`config.mk`:
```
export PLATFORM = sky130hd
export DESIGN_NAME = cfgport_unlock
export DESIGN_NICKNAME = d
export VERILOG_FILES = /design/src/rtl/cfgport_unlock.sv
export SDC_FILE = /design/constraint.sdc
export NUM_CORES = 2
export LEC_CHECK = 0
export ABC_AREA = 1
export BUFFER_PORTS_ARGS = -buffer_cell sky130_fd_sc_hd__buf_2
export CORE_MARGIN = 2
export CORE_UTILIZATION = 60
export CTS_CLUSTER_DIAMETER = 50
export DETAILED_ROUTE_END_ITERATION = 8
export GPL_ROUTABILITY_DRIVEN = 1
export PLACE_DENSITY_LB_ADDON = 0.1
export SLEW_MARGIN = 15
export SYNTH_ARGS = -nofsm -noshare
export SYNTH_HDL_FRONTEND = slang
export SYNTH_SLANG_ARGS = --single-unit
```
`constraint.sdc`:
```
create_clock -name clk -period 8.69 [get_ports clk]
set_input_delay 1.3035 -clock clk [delete_from_list [all_inputs] [get_ports clk]]
set_output_delay 1.3035 -clock clk [all_outputs]
set_load 0.02 [all_outputs]
```
`src/rtl/cfgport_unlock.sv`:
```
module cfgport_unlock #(
  parameter logic [7:0] KEY_BYTE  = 8'h87,
  parameter logic [7:0] EXIT_BYTE = 8'hAA,
  parameter int NUM_LDEV  = 10,
  parameter int BANK_REGS = 16,
  parameter int WDT_LDEV  = 8
) (
  input  logic                   clk,
  input  logic                   rst_n,
  input  logic                   port_sel,
  input  logic                   wr_en,
  input  logic                   rd_en,
  input  logic [7:0]             wdata,
  output logic [7:0]             rdata,
  output logic                   unlocked,
  output logic                   wdt_active,
  output logic [BANK_REGS*8-1:0] wdt_regs
);
  localparam int         GLOB_REGS = 48;
  localparam logic [7:0] BANK_BASE = 8'h30;
  localparam int         LDN_IDX   = 7;
  localparam int         NB        = NUM_LDEV * BANK_REGS;
  localparam int         SW        = (NB > 1) ? $clog2(NB) : 1;
  localparam int         WBASE     = WDT_LDEV * BANK_REGS;

  logic          key_armed, unl_q;
  logic [7:0]    idx_q;
  logic [7:0]    glob_q [GLOB_REGS];
  logic [7:0]    bank_q [NB];
  logic [7:0]    ldn, boff;
  logic          is_glob, is_bank;
  logic [SW-1:0] slot;
  logic [5:0]    gslot;

  assign ldn     = glob_q[LDN_IDX];
  assign boff    = idx_q - BANK_BASE;
  assign is_glob = idx_q < BANK_BASE;
  assign is_bank = !is_glob && (int'(boff) < BANK_REGS) && (int'(ldn) < NUM_LDEV);
  assign gslot   = idx_q[5:0];
  assign slot    = is_bank ? SW'(int'(ldn) * BANK_REGS + int'(boff)) : '0;
  assign unlocked = unl_q;

  always_ff @(posedge clk) begin
    if (!rst_n) begin
      key_armed <= 1'b0;
      unl_q     <= 1'b0;
      idx_q     <= 8'h00;
    end else if (wr_en) begin
      if (!unl_q) begin
        if (!port_sel && wdata == KEY_BYTE) begin
          unl_q     <= key_armed;
          key_armed <= !key_armed;
        end else begin
          key_armed <= 1'b0;
        end
      end else if (!port_sel) begin
        if (wdata == EXIT_BYTE) unl_q <= 1'b0;
        else                    idx_q <= wdata;
      end
    end
  end

  always_ff @(posedge clk) begin
    if (!rst_n) begin
      for (int i = 0; i < GLOB_REGS; i++) glob_q[i] <= 8'h00;
    end else if (wr_en && port_sel && unl_q && is_glob) begin
      glob_q[gslot] <= wdata;
    end
  end

  always_ff @(posedge clk) begin
    if (!rst_n) begin
      for (int i = 0; i < NB; i++) bank_q[i] <= 8'h00;
    end else if (wr_en && port_sel && unl_q && is_bank) begin
      bank_q[slot] <= wdata;
    end
  end

  always_comb begin
    rdata = 8'h00;
    if (rd_en) begin
      if (!unl_q)       rdata = 8'hFF;
      else if (!port_sel) rdata = idx_q;
      else if (is_glob) rdata = glob_q[gslot];
      else if (is_bank) rdata = bank_q[slot];
      else              rdata = 8'hFF;
    end
  end

  for (genvar g = 0; g < BANK_REGS; g++) begin : g_wdt
    assign wdt_regs[g*8 +: 8] = bank_q[WBASE + g];
  end
  assign wdt_active = bank_q[WBASE][0];
endmodule


```
==> reports/summary.json <==
{
  "outcome": {
    "outcome": "finished clean"
  },
  "clock_network": {
    "numClockSinks": 2576,
    "tritoncts.num_buffers": 287,
    "root_buffer": "sky130_fd_sc_hd__clkbuf_16",
    "clock_path_buffers": 4,
    "post_cts_buffers": 0,
    "cts_hold_buf": 0,
    "tritoncts": "done",
    "clk_transition_reported_paths_ns": 0.06,
    "clkLatencyLatePin_ns": 0.94,
    "resized_cells_post_cts": 0,
    "clock_tree.htree_level_count": 5
  },
  "power": {
    "power.density_nw_per_um2": 211,
    "worst_ir_drop_vdd_mv": 0.202,
    "totalPowerFinal_w": 0.0262,
    "leakage_component_of_the_power_nw": 49.5
  },
  "synth": {
    "post-synth-top-count-cell": "sky130_fd_sc_hd__nand2_1",
    "synth_warnings": 0,
    "postSynthRegisterBits": 2576,
    "post_synth_most_frequent_cells": "4,533 x sky130_fd_sc_hd__nand2_1, 2,560 x sky130_fd_sc_hd__edfxtp_1, 2,285 x sky130_fd_sc_hd__nor2_1",
    "netlist.top_cell.by_area": "sky130_fd_sc_hd__edfxtp_1",
    "syn_area_per_cell_um2": 9.92,
    "netlist-cell-type-count": 42,
    "synth_largest_type_area_fraction": 0.682,
    "yosys_most_used_dff": "sky130_fd_sc_hd__edfxtp_1",
    "gate_count_post_synth": 11400,
    "postSynth.asyncResetShare": 0,
    "yosysSeqAreaShare": 0.685,
    "post_synth_edffs": 2560,
    "synth_top_cells_by_area": "sky130_fd_sc_hd__edfxtp_1 68%, sky130_fd_sc_hd__nand2_1 15%, sky130_fd_sc_hd__nor2_1 7.6%",
    "post_synth_instance_area_um2": 113000
  },
  "grt": {
    "maximum_number_of_pins_on_one_net_before_global_route_repair": 148,
    "antenna_found_initial": 14,
    "grtUsageTotal": 0.361,
    "grt_pass1_vias": 80300,
    "global_route_wire_length_before_repair_um": 512000,
    "grt.overflow.total": 0
  },
  "worst_setup_path": {
    "critPathKind": "reg -> out",
    "data_arrival_time_of_the_critical_path_ns": 6.99,
    "cpMostUsedCell": "sky130_fd_sc_hd__nor2_1",
    "timing.critical_path.from_type": "flip-flop",
    "r2r_depth": 13,
    "timing.critical_path.slowest_cell_delay_ns": 0.61,
    "path_buf_inv": 6,
    "slowest_library_cell_on_the_worst_path": "sky130_fd_sc_hd__fa_1",
    "critical_path.cell_chain": "inv_1 -> ha_1 -> fa_1 -> inv_1 -> nor2_4 -> inv_2 -> nor2_4 -> inv_2 -> nor2_1 -> clkinv_1 -> nor2_1 -> nor2_1 -> nand2_1 -> nor2_1 -> nand3_1 -> nand2_1 -> a21oi_1 -> buf_2",
    "r2r_setup_slack_ns": 2.80,
    "worst_setup_path_end_kind": "output port",
    "crit-reg2reg-launch": "idx_q[4]",
    "cp_max_fo": 17,
    "critical-path-top-delay-family": "simple AND/OR/NAND/NOR gates",
    "cp_required_ns": 7.39,
    "reg2reg_to": "bank_q[176][3]"
  },
  "routing": {
    "post-route-drc-count": 0,
    "route.detailed.vias_per_inst": 6.02,
    "wirelength_um": 347000,
    "drtPass1Iterations": 6,
    "drtIter0Drc": 11200,
    "via_count": 84600,
    "drt.antenna.violating_nets": 0,
    "avgRoutedWirePerCell_um": 24.7
  },
  "sta": {
    "finalSetupTns_ns": 0,
    "finalHoldViolCount": 0,
    "drv_slew": 0,
    "final.min_clock_period_ns": 8.30,
    "rsz0062_at_grt": "no",
    "timing.fmax_mhz": 121,
    "tightest_slew_ns": 1.27,
    "timing.clock.skew_ns": 0.0257,
    "period_share": 0.955,
    "maxSlewHeadroom": 0.151,
    "setup_viol": 0
  },
  "floorplanning": {
    "die_area_um2": 191000,
    "num_io_pins": 151,
    "die-height_um": 437,
    "rows": 159,
    "floorplan.initialDensity": 0.602,
    "fp.dieW_um": 437,
    "core_region_area_um2": 187000
  },
  "place": {
    "detailed_place_hpwl_um": 209000,
    "placement.cell_area_um2": 116000,
    "place.port_buffers": 150,
    "globalplace.congestion": 0.954,
    "placedCellCount": 13600
  },
  "cells_and_area": {
    "final_net_count": 11400,
    "area.growth.synth_to_final_pct": 10.2,
    "stdcell_area_um2": 124000,
    "final_cells": 14100,
    "final_layout_size_suffix_gt1_frac": 0.0666
  },
  "job": {
    "max-cap-violations": 0
  },
  "min_path": {
    "timing.hold.worst_path_depth": 2,
    "hold_path_class": "reg -> reg",
    "worstHoldEndpoint": "unlocked",
    "min_from": "key_armed"
  }
}
[per-stage QoR]
step	setup slack [ns]	util	hold WS, ns
after floorplan	4.50	-	0.461
after global placement	1.73	0.618	0.474
after detailed placement	1.77	0.618	0.484
after CTS	0.762	0.663	0.494
after global routing	0.495	0.663	0.530
final	0.395	0.663	0.495
[cells in the final DEF (no fill, tap or decap), types with 26 or more instances in the layout]
master / instances
sky130_fd_sc_hd__conb_1: 128
sky130_fd_sc_hd__buf_4: 129
sky130_fd_sc_hd__clkinv_1: 60
sky130_fd_sc_hd__o221ai_1: 26
sky130_fd_sc_hd__a21oi_1: 134
sky130_fd_sc_hd__clkinv_2: 40
sky130_fd_sc_hd__o21ai_1: 28
sky130_fd_sc_hd__buf_12: 30
sky130_fd_sc_hd__o22ai_1: 128
sky130_fd_sc_hd__nand4_1: 126
sky130_fd_sc_hd__o21ai_0: 438
sky130_fd_sc_hd__inv_1: 50
sky130_fd_sc_hd__clkbuf_1: 69
sky130_fd_sc_hd__nand2_1: 4533
sky130_fd_sc_hd__nand3_1: 187
sky130_fd_sc_hd__buf_2: 141
sky130_fd_sc_hd__nor2_1: 2264
sky130_fd_sc_hd__inv_2: 31
sky130_fd_sc_hd__clkbuf_16: 295
sky130_fd_sc_hd__edfxtp_1: 2560
[report_power, final]
part / switching [W] / internal [W]
sequential: 0.000118 / 0.0140
clock: 0.00482 / 0.00642
combinational: 0.000684 / 0.000132
total: 0.00562 / 0.0206
[tightest hold or removal path, delay by kind of cell (launching register included)]
family,cells,cell delay [ns]
flip-flops,1,0.31
AND/OR/NAND/NOR,1,0.08
AO/OA/AOI/OAI,1,0.06
[sequential cells by signal, indices dropped and copies added (netlist names), named ones only]
name / flops
idx_q: 8
key_armed: 1
glob_q: 512
unlocked: 1
bank_q: 2048
[per-layer routing]
layer	part of all wire	wire length, µm	track usage
met1	0.36	126000	0.486
met3	0.13	45200	0.0938
met4	0.055	19100	0.175
met5	0.00024	84	0
met2	0.45	156000	0.549
[worst max path at each step]
stage	startpoint	slack [ns]	cells past startpoint	end
floorplan	idx_q[4]	4.50	18	rdata[0]
CTS	idx_q[4]	0.76	18	rdata[5]
detailed placement	idx_q[4]	1.77	18	rdata[5]
finish	idx_q[4]	0.39	18	rdata[5]
global placement	idx_q[4]	1.73	18	rdata[5]
global route	idx_q[4]	0.50	18	rdata[5]
[layout make-up]
cell class,count,area (µm²)
clock inverter,118,767
multi-input combinational,8102,32700
sequential,2576,77200
clock buffer,364,7640
inverter,98,463
tap,2495,3120
fill,14500,63000
timing repair buffer,301,2290
antenna,6,15.0
[kinds of logic (layout without fill, tap and decap cells)]
group                      Yosys count  in the layout  share of synthesized area
DFF                               2576           2576                      0.685
buffers and inverters              811            881                     0.0304
other                                1            134                  0.0000333
and+or+nand+nor                   7180           7180                      0.246
AOI/OAI and AO/OA                  783            783                     0.0378
adders and majority gates            8              8                   0.000955
xor gates and xnor gates             3              3                   0.000233
No activity file was read; power rests on OpenSTA's default activity.
